==> config.mk <==
export PLATFORM = sky130hd
export DESIGN_NAME = spec_fanout_node
export DESIGN_NICKNAME = d
export VERILOG_FILES = /design/src/rtl/sfn_pkg.sv /design/src/rtl/sfn_flit_reg.sv /design/src/rtl/sfn_branch_join.sv /design/src/rtl/sfn_mode_ctrl.sv /design/src/rtl/spec_fanout_node.sv
export SDC_FILE = /design/constraint.sdc
export NUM_CORES = 1
export LEC_CHECK = 0
export BUFFER_PORTS_ARGS = -buffer_cell sky130_fd_sc_hd__clkbuf_2
export CORE_AREA = 2 2 47 82
export DETAILED_ROUTE_END_ITERATION = 8
export DIE_AREA = 0 0 49 84
export PLACE_DENSITY_LB_ADDON = 0.2
export RECOVER_POWER = 25
export SYNTH_ARGS = -nofsm -noshare
export SYNTH_HDL_FRONTEND = slang
export SYNTH_SLANG_ARGS = --single-unit
==> constraint.sdc <==
create_clock -name clk -period 1.73 [get_ports clk]
set_input_delay 0.0865 -clock clk [delete_from_list [all_inputs] [get_ports clk]]
set_output_delay 0.0865 -clock clk [all_outputs]
set_load 0.05 [all_outputs]
==> src/rtl/sfn_pkg.sv <==
package sfn_pkg;

   typedef enum logic [1:0] {
      FK_HEAD = 2'b00,
      FK_BODY = 2'b01,
      FK_TAIL = 2'b10,
      FK_SOLO = 2'b11
   } flit_kind_e;

   typedef enum logic {
      MODE_SPREAD = 1'b0,
      MODE_NARROW = 1'b1
   } fan_mode_e;

   function automatic logic kind_forces_spread(flit_kind_e k);
      return (k == FK_HEAD) || (k == FK_SOLO);
   endfunction

endpackage

==> src/rtl/sfn_flit_reg.sv <==
module sfn_flit_reg
   import sfn_pkg::*;
#(
   parameter int PAYLOAD_W = 16
) (
   input  logic                 clk,
   input  logic                 rst,
   input  logic                 load,
   input  flit_kind_e           kind_in,
   input  logic [PAYLOAD_W-1:0] payload_in,
   output flit_kind_e           kind_q,
   output logic [PAYLOAD_W-1:0] payload_q
);

   always_ff @(posedge clk) begin
      if (rst) begin
         kind_q    <= FK_HEAD;
         payload_q <= '0;
      end else if (load) begin
         kind_q    <= kind_in;
         payload_q <= payload_in;
      end
   end

endmodule

==> src/rtl/sfn_branch_join.sv <==
module sfn_branch_join #(
   parameter int NUM_OUT = 2
) (
   input  logic               clk,
   input  logic               rst,
   input  logic               launch,
   input  logic [NUM_OUT-1:0] launch_mask,
   input  logic               sample_kept,
   input  logic [NUM_OUT-1:0] out_ack,
   input  logic [NUM_OUT-1:0] out_kept,
   output logic [NUM_OUT-1:0] out_req,
   output logic               all_done,
   output logic [NUM_OUT-1:0] kept_nx
);

   logic [NUM_OUT-1:0] req_q;
   logic [NUM_OUT-1:0] pend;

   for (genvar b = 0; b < NUM_OUT; b++) begin : g_branch
      logic mask_q;
      logic seen_q;
      logic kept_q;
      logic cap;

      assign pend[b]    = req_q[b] ^ out_ack[b];
      assign cap        = sample_kept && mask_q && !pend[b] && !seen_q;
      assign kept_nx[b] = cap ? out_kept[b] : kept_q;

      always_ff @(posedge clk) begin
         if (rst) begin
            req_q[b] <= 1'b0;
            mask_q   <= 1'b0;
            seen_q   <= 1'b0;
            kept_q   <= 1'b0;
         end else if (launch) begin
            req_q[b] <= req_q[b] ^ launch_mask[b];
            mask_q   <= launch_mask[b];
            seen_q   <= 1'b0;
            kept_q   <= 1'b0;
         end else if (cap) begin
            seen_q   <= 1'b1;
            kept_q   <= out_kept[b];
         end
      end
   end

   assign all_done = (pend == '0);
   assign out_req  = req_q;

endmodule

==> src/rtl/sfn_mode_ctrl.sv <==
module sfn_mode_ctrl
   import sfn_pkg::*;
#(
   parameter int NUM_OUT   = 2,
   parameter bit PICK_HIGH = 1'b0
) (
   input  logic               clk,
   input  logic               rst,
   input  logic               finish,
   input  flit_kind_e         finish_kind,
   input  logic [NUM_OUT-1:0] kept_vec,
   output fan_mode_e          mode,
   output logic [NUM_OUT-1:0] sel_mask
);

   logic [NUM_OUT-1:0] pick;

   if (PICK_HIGH) begin : g_pick_high
      always_comb begin
         pick = '0;
         for (int i = 0; i < NUM_OUT; i++) begin
            if (kept_vec[i]) begin
               pick    = '0;
               pick[i] = 1'b1;
            end
         end
      end
   end else begin : g_pick_low
      always_comb begin
         pick = '0;
         for (int i = NUM_OUT - 1; i >= 0; i--) begin
            if (kept_vec[i]) begin
               pick    = '0;
               pick[i] = 1'b1;
            end
         end
      end
   end

   always_ff @(posedge clk) begin
      if (rst) begin
         mode     <= MODE_SPREAD;
         sel_mask <= '0;
      end else if (finish) begin
         case (finish_kind)
            FK_HEAD: begin
               mode     <= MODE_NARROW;
               sel_mask <= pick;
            end
            FK_TAIL, FK_SOLO: begin
               mode     <= MODE_SPREAD;
               sel_mask <= '0;
            end
            default: ;
         endcase
      end
   end

endmodule

==> src/rtl/spec_fanout_node.sv <==
module spec_fanout_node
   import sfn_pkg::*;
#(
   parameter int NUM_OUT   = 2,
   parameter int PAYLOAD_W = 16,
   parameter bit PICK_HIGH = 1'b0
) (
   input  logic                 clk,
   input  logic                 rst,
   input  logic                 in_req,
   output logic                 in_ack,
   input  logic [1:0]           in_kind,
   input  logic [PAYLOAD_W-1:0] in_payload,
   output logic [NUM_OUT-1:0]   out_req,
   input  logic [NUM_OUT-1:0]   out_ack,
   input  logic [NUM_OUT-1:0]   out_kept,
   output logic [1:0]           out_kind,
   output logic [PAYLOAD_W-1:0] out_payload
);

   localparam logic [NUM_OUT-1:0] ALL_BRANCHES = {NUM_OUT{1'b1}};

   if (NUM_OUT < 2) begin : g_bad_fanout
      $error("spec_fanout_node: NUM_OUT must be at least 2");
   end
   if (PAYLOAD_W < 1) begin : g_bad_payload
      $error("spec_fanout_node: PAYLOAD_W must be at least 1");
   end

   flit_kind_e         kind_in;
   flit_kind_e         kind_q;
   fan_mode_e          mode;
   logic [NUM_OUT-1:0] sel_mask;
   logic [NUM_OUT-1:0] target;
   logic [NUM_OUT-1:0] kept_nx;
   logic               ack_q;
   logic               busy_q;
   logic               new_req;
   logic               launch;
   logic               discard;
   logic               all_done;
   logic               finish;
   flit_kind_e         finish_kind;

   assign kind_in = flit_kind_e'(in_kind);
   assign new_req = (in_req != ack_q) && !busy_q;
   assign target  = (kind_forces_spread(kind_in) || mode == MODE_SPREAD)
                    ? ALL_BRANCHES : sel_mask;
   assign launch  = new_req && (target != '0);
   assign discard = new_req && (target == '0);
   assign finish  = discard || (busy_q && all_done);
   assign finish_kind = discard ? kind_in : kind_q;

   always_ff @(posedge clk) begin
      if (rst) begin
         ack_q  <= 1'b0;
         busy_q <= 1'b0;
      end else begin
         if (finish) ack_q <= ~ack_q;
         if (launch) busy_q <= 1'b1;
         else if (busy_q && all_done) busy_q <= 1'b0;
      end
   end

   sfn_flit_reg #(.PAYLOAD_W(PAYLOAD_W)) flit_i (
      .clk        (clk),
      .rst        (rst),
      .load       (launch),
      .kind_in    (kind_in),
      .payload_in (in_payload),
      .kind_q     (kind_q),
      .payload_q  (out_payload)
   );

   sfn_branch_join #(.NUM_OUT(NUM_OUT)) join_i (
      .clk         (clk),
      .rst         (rst),
      .launch      (launch),
      .launch_mask (target),
      .sample_kept (busy_q && kind_q == FK_HEAD),
      .out_ack     (out_ack),
      .out_kept    (out_kept),
      .out_req     (out_req),
      .all_done    (all_done),
      .kept_nx     (kept_nx)
   );

   sfn_mode_ctrl #(.NUM_OUT(NUM_OUT), .PICK_HIGH(PICK_HIGH)) mode_i (
      .clk         (clk),
      .rst         (rst),
      .finish      (finish),
      .finish_kind (finish_kind),
      .kept_vec    (kept_nx),
      .mode        (mode),
      .sel_mask    (sel_mask)
   );

   assign in_ack   = ack_q;
   assign out_kind = kind_q;

endmodule

==> impl_summary.md, run 1 <==
Floorplan
The initialized floorplan defines 29 standard-cell rows. In this run the count of I/O pins placed on the die edge is 46. The overall die area is 4120 µm².

The effective utilization at floorplan is 38.3%. The die is 84 µm tall. The x dimension of the die is 49 µm. The core region is between 3000 and 4000 µm².

Final layout
Counting the fill cells in the layout gives around 370. The number of nets in the layout is 209. The final cell count without fillers is 231.

The antenna diode count is 0. The fraction of layout cells with a size suffix above 1 is 25.9%. The finished cells cover 1690 µm². The sequential cell area is 622 µm². Relative to the synthesized area, the layout overhead comes to 25.6%. The combined area of the multi-input logic cells is between 600 and 700 µm².

Placed design
The post-place instance area is 1630 µm². The count of buffers inserted at the top-level ports is 45. Before CTS, the worst setup slack after placement is 0.234 ns.

Counting tap cells, the placed design contains a total of ~220 instances. The final weighted congestion in routability-driven placement is 0.913. Detailed placement finished with a half-perimeter wire length of approximately 2.1 mm.

Critical path
The worst setup path is captured at a register. In this run the register-to-register setup slack is around 0.24 ns. The worst reg2reg path startpoint is flit_i.kind_q[1].

The slowest library cell on the worst path is sky130_fd_sc_hd__dfxtp_1. The worst path required time is 1.92 ns. The startpoint kind of the worst setup timing path is a register. Traced cell by cell, the critical path runs through nand4bb_1, o31a_1, a211o_1, o32ai_2. The critical path is of the reg2reg type. The highest net fanout along the worst path is 6.

The largest single stage delay on the critical path is between 0.3 and 0.4 ns. The worst path arrival time is 1.68 ns. The worst register-to-register path has a depth of 4. The endpoint identified for the worst register-to-register timing path is mode_i.sel_mask[1].

Drt
The overall routed net length is 2.93 mm. The number of remaining DRC errors is 0. The number of vias per cell after detailed routing is 4.98. The total iterations of the first detailed-routing run is 4. The starting DRC count in detailed routing is 9. The count of nets left with antenna violations once routing finished came out at 0. In the final routed layout, each cell accounts on average for 12.7 µm. The final route contains approximately 1200 vias.

Clocking
The number of H-tree branching levels is 2. The clock root buffer is sky130_fd_sc_hd__clkbuf_8. The number of clock sinks is 31. The number of buffers created by CTS is 5.

The longest clock path from root to sink contains 2 buffers. The number of gates resized after CTS is 0. The clock network latency to the later pin of the worst-skew pair is 0.28 ns. In this run, post-CTS hold repair placed 0 buffers. The number of buffers inserted to repair setup after CTS is 0. TritonCTS built the clock tree. Clock-pin slew was measured on the worst setup and hold paths at ~0.070 ns.

Synth
Ranked by total cell area, the synthesized netlist is headed by sky130_fd_sc_hd__dfxtp_1, sky130_fd_sc_hd__mux2i_1, sky130_fd_sc_hd__nor2_1. The async set-or-reset flop fraction in the synthesized netlist is 0%. The mapped cell area is roughly 1300 µm². The synthesized area per cell is 9.92 µm². Counting every net in the synthesized netlist gives roughly 160. Summed over all instances, the cell type with the most area after synthesis is sky130_fd_sc_hd__dfxtp_1. The portion of the post-synthesis area used by sequential elements is 46.0%. The number of synthesized register bits is 31. In the synthesized netlist, the number of instances is ~140. After synthesis, the netlist uses 40 different library cells.

The most used flip-flop cell after synthesis is sky130_fd_sc_hd__dfxtp_1. For this run, the number of Yosys warnings is 0. The share of the synthesized area in the top cell type is 46.0%. The count of flip-flops with a built-in enable after synthesis is 0.

Global routing
Global routing used between 10% and 20% of the available tracks. The number of global-route vias before repair came to 1165. The first global-routing pass estimated between 5 and 6 mm of wire. The initial antenna violation count is 0. The remaining global-route overflow is 0. Entering global routing, the biggest net connects 35 pins.

Timing
Across all hold checks on the routed design, the worst slack comes to 0.0425 ns. Setup repair after global routing left no endpoint under its margin. The final hold violation count is 0.

At the pin with the least slew margin, the transition time is 0.668 ns. The worst path in the final design needs a cycle of ~1.5 ns, including I/O delays and setup. The number of endpoints failing setup at the final stage is 0. The headroom to the max-slew limit is 55.5%. Adding up every negative setup slack in the final design gives 0 ns. The final clock period utilization by the worst path is 86.0%. The post-route worst setup slack is 0.242 ns.

Timing would allow up to 672 MHz. The max-slew violation count is 0. For the final database, setup skew stands at 0.00598 ns.

Flow run
Across the run, the number of max-cap violations was 0.

Status
The run finished with clean final reports.

Power and ir drop
In this run the static leakage power is ~0.72 nW. The power density over the cells is 1450 nW/µm². The worst-case IR drop observed on VDD is 784 µV.

Hold path
The path with the worst hold slack has its endpoint at flit_i.payload_q[1]. The type of the most critical hold path is in2reg. Along the worst hold path, the cell count comes to 3. The beginning of the worst hold path is in_payload[1].
[cell families after synthesis]
group,count (synthesis),synth area share [%]
AOI/OAI and AO/OA,19,11.4
xor gates and xnor gates,7,6.22
buffers and inverters,10,3.99
DFF,31,46.0
muxes,20,14.9
and+or+nand+nor,49,17.4
[worst max path at each step]
| stage | depth (start not counted) | to | from |
|---|---|---|---|
| after floorplan | 4 | in_ack | join_i.out_req[0] |
| after global placement | 4 | mode_i.sel_mask[1] | flit_i.kind_q[1] |
| after global routing | 4 | mode_i.sel_mask[1] | busy_q |
| after detailed placement | 4 | mode_i.sel_mask[1] | flit_i.kind_q[1] |
| final | 4 | mode_i.sel_mask[1] | flit_i.kind_q[1] |
| after CTS | 4 | mode_i.sel_mask[1] | flit_i.kind_q[1] |
[state kept, by name, indices dropped and copies added, names as in the netlist]
register                flops
join_i.g_branch.mask_q      2
mode_i.sel_mask             2
in_ack                      1
join_i.out_req              2
join_i.g_branch.kept_q      2
flit_i.kind_q               2
join_i.g_branch.seen_q      2
busy_q                      1
mode_i.mode                 1
flit_i.payload_q           16
[stage by stage]
stage          utilization [%]  power (mW)
6_report                  48.1        2.46
5_1_grt                   48.1        2.60
4_1_cts                   48.6        2.51
3_5_place_dp              46.2        1.94
3_3_place_gp              46.2        1.93
2_1_floorplan                -        1.72
[layout make-up]
type | count | area share, %
Multi-Input combinational cell | 95 | 39.8
Sequential cell | 31 | 36.7
Timing Repair Buffer | 48 | 14.4
Clock buffer | 6 | 4.28
Tap cell | 46 | 3.40
Clock inverter | 2 | 0.739
Inverter | 3 | 0.665
[worst max-delay path: cells and delay by family, from the launching register on]
kind             cells  cell delay, ns
AO/OA/AOI/OAI        3            0.79
AND/OR/NAND/NOR      1            0.25
flip-flops           1            0.37
[cell usage in the layout, fill, tap and decap left out, types with 4 or more instances in the layout]
cell / synthesis / layout
sky130_fd_sc_hd__clkbuf_2: 0 / 32
sky130_fd_sc_hd__nand2_1: 4 / 4
sky130_fd_sc_hd__clkbuf_8: 0 / 5
sky130_fd_sc_hd__nor2_1: 26 / 26
sky130_fd_sc_hd__clkbuf_1: 3 / 14
sky130_fd_sc_hd__nor3_1: 5 / 5
sky130_fd_sc_hd__dfxtp_1: 31 / 30
sky130_fd_sc_hd__mux2i_1: 19 / 19
sky130_fd_sc_hd__a21oi_1: 5 / 5
[where the power goes]
group          switching [mW]  internal, mW  total, mW
registers              0.0985         0.829      0.928
logic                   0.645         0.340      0.985
clock network           0.267         0.281      0.548
total                    1.01          1.45       2.46
[layer usage]
layer	track usage [%]	up-vias	part of all wire [%]
met4	9.09	0	2.9
met1	16.3	520	40
met2	27.6	54	52
met3	4.30	7	5.5
li1	-	570	-
met5	0	-	0
[cell usage after synthesis (2+ instances only)]
| cell type | instances |
|---|---|
| sky130_fd_sc_hd__xnor2_1 | 3 |
| sky130_fd_sc_hd__nor3_1 | 5 |
| sky130_fd_sc_hd__a21oi_1 | 5 |
| sky130_fd_sc_hd__inv_1 | 3 |
| sky130_fd_sc_hd__xnor2_2 | 2 |
| sky130_fd_sc_hd__nor2_1 | 26 |
| sky130_fd_sc_hd__nor2b_1 | 3 |
| sky130_fd_sc_hd__dfxtp_1 | 31 |
| sky130_fd_sc_hd__buf_6 | 2 |
| sky130_fd_sc_hd__nand4_1 | 2 |
| sky130_fd_sc_hd__nand2_1 | 4 |
| sky130_fd_sc_hd__clkbuf_1 | 3 |
| sky130_fd_sc_hd__o21ai_0 | 2 |
| sky130_fd_sc_hd__mux2i_1 | 19 |
Power figures use the tool's default switching activity.
==> run 2, diff against run 1 <==
--- a/config.mk
+++ b/config.mk
@@ -7,7 +7,8 @@
 export LEC_CHECK = 0
 export BUFFER_PORTS_ARGS = -buffer_cell sky130_fd_sc_hd__clkbuf_2
-export CORE_AREA = 2 2 47 82
+export CORE_AREA = 2 2 57 69
 export DETAILED_ROUTE_END_ITERATION = 8
-export DIE_AREA = 0 0 49 84
+export DIE_AREA = 0 0 59 71
+export GPL_ROUTABILITY_DRIVEN = 0
 export PLACE_DENSITY_LB_ADDON = 0.2
 export RECOVER_POWER = 25
==> constraint.sdc (replaced) <==
create_clock -name clk -period 1.73 [get_ports clk]
set_input_delay 0.0865 -clock clk [delete_from_list [all_inputs] [get_ports clk]]
set_output_delay 0.0865 -clock clk [all_outputs]
set_load 0.1 [all_outputs]
==> run 2 against run 1 <==
Net effect:
- clock skew shrank 0.0010 ns
- flip-flop and latch count unchanged
- worst setup slack worse by 0.0097 ns
- sequential share of layout area shrank 0.76 points
- final area is 2.7% higher
- via count decreased by 1.2%
- clock-buffer cell count increased by 1
- largest cell class unchanged
- sequential power down 0.4%
- critical path depth unchanged
- cell count fell by 1.3%
==> impl_summary.md, run 2 (synthesized netlist as in run 1, its figures left out) <==
Drt
The total iterations of the first detailed-routing run is 4 (unchanged). The per-cell routed wire length is 12.8 µm (+0.97%). The number of remaining DRC errors came to 0 (unchanged). The overall routed net length is 2.92 mm (-0.34%). The number of vias per cell after detailed routing is 4.99 (about the same). The residual antenna-violating net count after detailed routing is 0 (unchanged). The vias after detailed routing is 1137 (-1.2%). The starting DRC count in detailed routing came to 19 (+10).

Clocking
The clock root buffer is sky130_fd_sc_hd__clkbuf_8. The number of buffers created by CTS was 5 (unchanged). The number of buffers inserted to repair setup after CTS is 0 (unchanged). The number of H-tree branching levels is 2 (unchanged). The count of hold buffers inserted by post-cts repair is 0 (unchanged). The clock network latency to the later pin of the worst-skew pair was 0.28 ns (about the same).

The number of gates resized after CTS came to 0 (unchanged). The number of clock sinks came to 31 (unchanged). The clock tree from TritonCTS is done. The post-CTS clock slew at the launch and capture registers of the worst setup and hold paths is 0.06 ns (about the same). The largest buffer count on any clock path is 2 (unchanged).

Placed design
The post-place instance area is 1640 µm² (+1.0%). The count of buffers inserted at the top-level ports is 45 (unchanged). The count of placed standard cells including taps is 220 (-1.3%). The final HPWL from detailed placement is 2.28 mm (+6.3%).

Floorplan
The x dimension of the die is 59 µm (+20%). The vertical die dimension came to 71 µm (-15%). The I/O pin count is 46 (unchanged). The overall die area is 4190 µm² (+1.8%). The core region area is 3540 µm² (+0.68%). The count of standard-cell rows was 24 (-17%). The effective utilization at floorplan is 38.1% (-0.26 points).

Hold path
The min-delay analysis places its worst path in the category in2reg. The worst hold path cell count came to 3 (unchanged).

Global routing
The pin count of the biggest net entering global routing is 21 (-40%). The remaining global-route overflow is 0 (unchanged). The global-route total usage across every layer is 15.9% (+0.17 points). The number of global-route vias before repair is 1167 (+0.17%). The global-route wire length before repair is 5.02 mm (-0.28%). The initial antenna violation count is 0 (unchanged).

Final layout
Leaving out fill and tap cells, the most frequent cell in the layout is sky130_fd_sc_hd__clkbuf_2. The count of filler cells inserted in the layout is 361 (-1.9%). The post-route core utilization was 49.1% (+0.98 points). The combined area of the multi-input logic cells is 674 µm² (unchanged). The post-route cell area is 1740 µm² (+2.7%). The post-synthesis to final-layout area growth is 29.0%.

The fraction of layout cells with a size suffix above 1 is 36.5% (+11 points). The antenna diode count is 0 (unchanged). The number of nets in the layout is 213 (+1.9%). The top cell types in the final layout, fill and taps aside, are sky130_fd_sc_hd__clkbuf_2, sky130_fd_sc_hd__dfxtp_1, sky130_fd_sc_hd__nor2_1, sky130_fd_sc_hd__mux2i_1. The sequential cell area is 626 µm² (+0.60%).

The top register by number of flip-flops is flit_i.payload_q. The final cell count without fillers was 228 (-1.3%). The number of flip-flops under the largest register name came to 16 (unchanged).

Power and ir drop
The portion of total power attributed to the clock network is 21.4% (-0.9 points). The fraction of power consumed by sequential logic is 31.9% (-5.8 points). The total net switching power is 1.34 mW (+33%).

The total internal power is 1.56 mW (+7.4%). The largest vdd supply drop is 799 µV (+1.9%). The standby leakage power is 0.796 nW (+10%). The switching share of power is 46.2% (+5.2 points). The combinational group share of total power was 46.7% (+6.7 points). The power density over the cells is 1660 nW/µm² (+15%).

Critical path
The cell depth of the worst flop-to-flop path is 4 (unchanged). The worst path required time is 1.93 ns (about the same). By startpoint and endpoint, the worst setup path is classified as reg2reg. The startpoint kind of the worst setup timing path is a register. The highest net fanout along the worst path is 5 (-1). The worst path arrival time came to 1.70 ns (+0.02 ns). The critical path endpoint category is a register.

Timing
The final clock period utilization by the worst path is 86.5% (+0.56 points). Setup repair after global routing left no endpoint under its margin. The final period demand of the worst path came to 1.50 ns (+0.00969 ns). The slew at the pin closest to its max-slew limit is 0.547 ns (-0.121 ns). The headroom to the max-slew limit is 63.7% (+8.2 points). The worst clock skew on the final layout came to 0.00498 ns (-0.00100 ns). The timing-limited maximum frequency is 668 MHz (-0.65%). The number of endpoints failing setup at the final stage was 0 (unchanged).

The max-slew violation count is 0 (unchanged). The final total negative setup slack is 0 ns (unchanged). The final hold violation count is 0 (unchanged).

Flow run
The count of max-cap constraint violations is 0 (unchanged).

Status
The flow ran to the end, and the final reports show no timing, DRC or antenna violations.
## run 2: changes by cell type in the layout (fill, tap and decap cells not counted), sizes merged
| cell | change |
|---|---|
| clkbuf | +1 |
| inv | +1 |
| clkinvlp | -1 |
| buf | +4 |
| clkinv | -1 |
## run 2: final cells by class
cell class,count,share of cell area [%]
Inverter,3,0.647
Multi-Input combinational cell,95,38.7
Sequential cell,31,35.9
Clock inverter,1,0.359
Tap cell,39,2.80
Clock buffer,7,5.54
Timing Repair Buffer,52,16.0
## run 2: worst max-delay path, cell delays in order (launching register included)
cell                        delay, ns
sky130_fd_sc_hd__dfxtp_2         0.34
sky130_fd_sc_hd__nand4bb_1       0.26
sky130_fd_sc_hd__o31a_1          0.33
sky130_fd_sc_hd__a211o_1         0.29
sky130_fd_sc_hd__o32ai_2         0.19
## run 2: metal layers
metal	global-route usage (%)	share of wire, %
met2	26.4	49
met4	8.59	2.7
met3	5.30	7.1
met5	0	0
met1	17.5	41
## run 2: path summary, 6_finish.rpt
kind	end	slack (ns)	start
worst max-delay path	mode_i.sel_mask[1]	0.23	flit_i.kind_q[0]
worst min-delay path	flit_i.payload_q[5]	0.03	in_payload[5]
worst max register to register	mode_i.sel_mask[1]	0.23	flit_i.kind_q[0]
worst min register to register	flit_i.payload_q[0]	0.50	flit_i.payload_q[0]
## run 2: power groups by stage
stage | clock network (mW) | registers [mW] | logic [mW]
after floorplan | 0 | 1.57 | 0.482
after global placement | 0 | 0.937 | 1.34
after detailed placement | 0 | 0.942 | 1.36
after CTS | 0.644 | 0.927 | 1.36
after global routing | 0.672 | 0.944 | 1.43
final | 0.620 | 0.924 | 1.35
## run 2: per-stage QoR
| stage | hold slack [ns] | total power, mW | setup WS (ns) |
|---|---|---|---|
| after floorplan | 0.234 | 2.06 | 0.0182 |
| after global placement | 0.321 | 2.28 | 0.258 |
| after detailed placement | 0.340 | 2.30 | 0.242 |
| after CTS | 0.0265 | 2.93 | 0.220 |
| after global routing | 0.0351 | 3.04 | 0.132 |
| final | 0.0347 | 2.90 | 0.233 |
==> run 3, diff against run 2 <==
CORE_AREA = 2 2 56 69   (was 2 2 57 69)
DIE_AREA = 0 0 58 71   (was 0 0 59 71)
MAX_ROUTING_LAYER = met4   (was default)
SYNTH_HIERARCHICAL = 1   (was default)
==> run 3 against run 2 <==
Net effect:
- the flow now finishes with violations (negative setup slack)
- sequential power is 2.8% higher
- clock-buffer cell count is 1 higher
- global-route usage is 0.61 points higher
- clock power is 1% lower
- critical path type unchanged
- critical endpoint is now mode_i/sel_mask[1]
- largest power group unchanged
==> impl_summary.md, run 3 <==
Final layout
The top register by number of flip-flops is flit_i/payload_q. The post-route cell area was 1830 µm² (+5.0%). The number of nets in the layout came to 220 (+3.3%). The antenna diode count is 0 (unchanged). The library cells used most frequently in the layout, excluding fill and tap cells, are sky130_fd_sc_hd__clkbuf_2, sky130_fd_sc_hd__nor2_1, sky130_fd_sc_hd__dfxtp_1, sky130_fd_sc_hd__mux2i_1, sky130_fd_sc_hd__buf_4. The count of filler cells inserted in the layout is 336 (-6.9%). From synthesis to final layout, the design area changed by 36.9%. The sequential cell area was 632 µm² (+1.0%). The fraction of layout cells with a size suffix above 1 was 43.9% (+7.4 points). The number of flip-flops under the largest register name is 16 (unchanged).

The combined area of the multi-input logic cells is 691 µm² (+2.4%). The most common cell after layout, fill and taps aside is sky130_fd_sc_hd__clkbuf_2.

Placed design
The post-place instance area is 1690 µm² (+2.7%). The count of buffers inserted at the top-level ports was 45 (unchanged). The pre-CTS worst setup slack is -0.149 ns (-0.391 ns). The final HPWL from detailed placement is 2.30 mm (+0.70%).

Critical path
The worst reg2reg path startpoint is mode_i/sel_mask[0]. The stage delay of the slowest cell on the critical path was 0.41 ns (+0.07 ns). The startpoint kind of the worst setup timing path is a register. The worst path arrival time is 2.16 ns (+0.46 ns).

The number of buffer and inverter stages on the critical path was 0 (unchanged). The cell depth of the worst flop-to-flop path is 6 (+2). The signal on the critical path passes through or3b_4, nor4b_4, mux2_4, nor3b_4, nand3b_1, a21oi_2. The worst setup path is of the reg2reg kind.

The slowest stage of the critical path belongs to the cell sky130_fd_sc_hd__or3b_4. The highest net fanout along the worst path is 3 (-2). The cell family with the largest share of critical-path delay is simple AND/OR/NAND/NOR gates.

The worst path required time is 1.94 ns (about the same). The worst setup path startpoint is mode_i/sel_mask[0]. STA classifies the critical path endpoint as a register.

The logic depth of the worst path, buffers included came to 6 (+2).

Timing
The final total negative setup slack is -0.506 ns (-0.506 ns). The headroom to the max-slew limit is 60.5% (-3.1 points). Setup repair after global routing could not meet its margin everywhere. The number of endpoints failing setup at the final stage is 4 (+4). The timing-limited maximum frequency came to 514 MHz (-23%). The post-route worst setup slack came to -0.217 ns (-0.449 ns). The max-slew violation count is 0 (unchanged). The final clock period utilization by the worst path is 113% (+26 points). The final hold violation count came to 0 (unchanged). The final period demand of the worst path is 1.95 ns (+0.449 ns). The slew at the pin closest to its max-slew limit is 0.588 ns (+0.0402 ns). The worst clock skew on the final layout is 0.00525 ns (+0.000270 ns).

Clocking
The clock network latency to the later pin of the worst-skew pair is 0.28 ns (about the same). The number of buffers created by CTS is 5 (unchanged). TritonCTS built the clock tree. The number of H-tree branching levels is 2 (unchanged).

The number of clock sinks is 31 (unchanged). The post-CTS clock slew at the launch and capture registers of the worst setup and hold paths is 0.06 ns (about the same). The largest buffer count on any clock path came to 2 (unchanged).

The count of hold buffers inserted by post-cts repair is 0 (unchanged). Clock tree synthesis selected as its root buffer the cell sky130_fd_sc_hd__clkbuf_8.

Global routing
The pin count of the biggest net entering global routing is 28 (+33%). The number of global-route vias before repair is 1149 (-1.5%). The global-route total usage across every layer was 16.5% (+0.61 points). The global-route wire length before repair came to 4.93 mm (-1.8%).

The initial antenna violation count came to 0 (unchanged). The remaining global-route overflow was 0 (unchanged).

Status
The flow ran to the end, but the final reports show violations. The checks that failed: negative setup slack.

Hold path
The beginning of the worst hold path is in_payload[7]. In this run the worst hold path is classified as in2reg. The worst hold path cell count came to 3 (unchanged).

Drt
The number of vias per cell after detailed routing came to 4.87 (-2.4%). The vias after detailed routing came to 1144 (+0.62%). The starting DRC count in detailed routing came to 35 (+16).

The number of remaining DRC errors is 0 (unchanged). The residual antenna-violating net count after detailed routing is 0 (unchanged). The per-cell routed wire length was 12.8 µm (+0.11%). The overall routed net length was 3.02 mm (+3.2%). The total iterations of the first detailed-routing run is 4 (unchanged).

Synth
The largest total area in the synthesized netlist belongs to sky130_fd_sc_hd__dfxtp_1. The most used flip-flop cell after synthesis is sky130_fd_sc_hd__dfxtp_1. The number of synthesized register bits was 31 (unchanged). The number of warnings printed during yosys synthesis was 6 (+6).

The async set-or-reset flop fraction in the synthesized netlist came to 0% (unchanged). The share of the synthesized area in the top cell type was 46.5% (+0.47 points). Ranked by instance count, the synthesized netlist is headed by sky130_fd_sc_hd__dfxtp_1, sky130_fd_sc_hd__nor2_1, sky130_fd_sc_hd__mux2i_1. The synthesized netlist net count is 157 (-2.5%). The post-synthesis instance total is 132 (-2.9%). The cell with the most instances after synthesis is sky130_fd_sc_hd__dfxtp_1. The count of flip-flops with a built-in enable after synthesis was 0 (unchanged). The synthesized area per cell was 10.1 µm² (+2.0%).

The distinct cell type count of the synthesized netlist was 31 (-23%). The mapped cell area is 1340 µm² (-1.0%). The portion of the post-synthesis area used by sequential elements came to 46.5% (+0.47 points).

Sorting the synthesized cells by area gives the leading types as sky130_fd_sc_hd__dfxtp_1, sky130_fd_sc_hd__mux2i_1, sky130_fd_sc_hd__nor2_1.

Power and ir drop
The standby leakage power is 0.861 nW (+8.1%). The largest vdd supply drop is 1150 µV (+44%). The power density over the cells is 1720 nW/µm² (+3.3%).

Floorplan
The core region area is 3480 µm² (-1.7%). The effective utilization at floorplan is 38.3% (+0.26 points). The count of standard-cell rows is 24 (unchanged). The overall die area is 4120 µm² (-1.7%). The vertical die dimension was 71 µm (unchanged). The I/O pin count is 46 (unchanged). The x dimension of the die was 58 µm (-1.7%).

Flow run
The count of max-cap constraint violations is 0 (unchanged).
-- run 3: cell types whose count changed after synthesis, moves of 3 or more --
cell                       previous run  this run
sky130_fd_sc_hd__nand2_1              4        10
sky130_fd_sc_hd__nor3_1               5         1
sky130_fd_sc_hd__xor2_1               1         5
sky130_fd_sc_hd__clkbuf_1             3         0
-- run 3: routing by layer --
| metal | global-route usage, % | share of wire (%) |
|---|---|---|
| met5 | - | 0 |
| met1 | 16.2 | 39 |
| met4 | 7.75 | 2.1 |
| met3 | 4.94 | 5.3 |
| met2 | 29.2 | 54 |
-- run 3: area by class of cell --
cell class / instances / share of cell area (%)
timing repair buffer: 60 / 18.7
sequential: 31 / 34.6
inverter: 4 / 0.821
multi-input combinational: 93 / 37.8
tap: 39 / 2.67
clock buffer: 8 / 5.48
-- run 3: power breakdown --
group	leakage, nW	internal (mW)	switching [mW]
Clock	0.0515	0.362	0.249
Sequential	0.257	0.860	0.0892
Combinational	0.552	0.436	1.15
Total	0.861	1.66	1.48
-- run 3: worst register-to-register path, delay by kind of cell (launching register included) --
| kind | cells | cell delay [ns] |
|---|---|---|
| DFF | 1 | 0.32 |
| AOI/OAI and AO/OA | 1 | 0.14 |
| muxes | 1 | 0.37 |
| and+or+nand+nor | 4 | 1.06 |
-- run 3: what timing repair did --
action,CTS,global route
pin swaps,3,0
setup buffers,0,1
gates resized for setup,2,8
setup endpoints to repair,13,24
-- run 3: cells by family after synthesis --
logic type / after synthesis / synth area share, %
simple gates: 48 / 19.5
flops: 31 / 46.5
mux: 24 / 18.3
compound gates: 15 / 7.59
buf+inv: 8 / 4.22
xor+xnor: 6 / 3.94
-- run 3: path summary, 6_finish.rpt --
kind | end | slack (ns)
max | mode_i/sel_mask[1] | -0.22
min | flit_i/payload_q[7] | 0.04
max reg2reg | mode_i/sel_mask[1] | -0.22
min reg2reg | join_i/g_branch[1].kept_q | 0.45
-- run 3: metrics by stage --
| step | hold slack [ns] | std cells | utilization [%] | total power, mW |
|---|---|---|---|---|
| 2_1_floorplan | 0.149 | 132 | - | 2.24 |
| 5_1_grt | 0.0494 | 235 | 52.5 | 3.30 |
| 4_1_cts | 0.0315 | 234 | 51.4 | 3.16 |
| 6_report | 0.0400 | 235 | 52.5 | 3.14 |
| 3_3_place_gp | 0.323 | 226 | 48.4 | 2.49 |
| 3_5_place_dp | 0.335 | 226 | 48.4 | 2.52 |
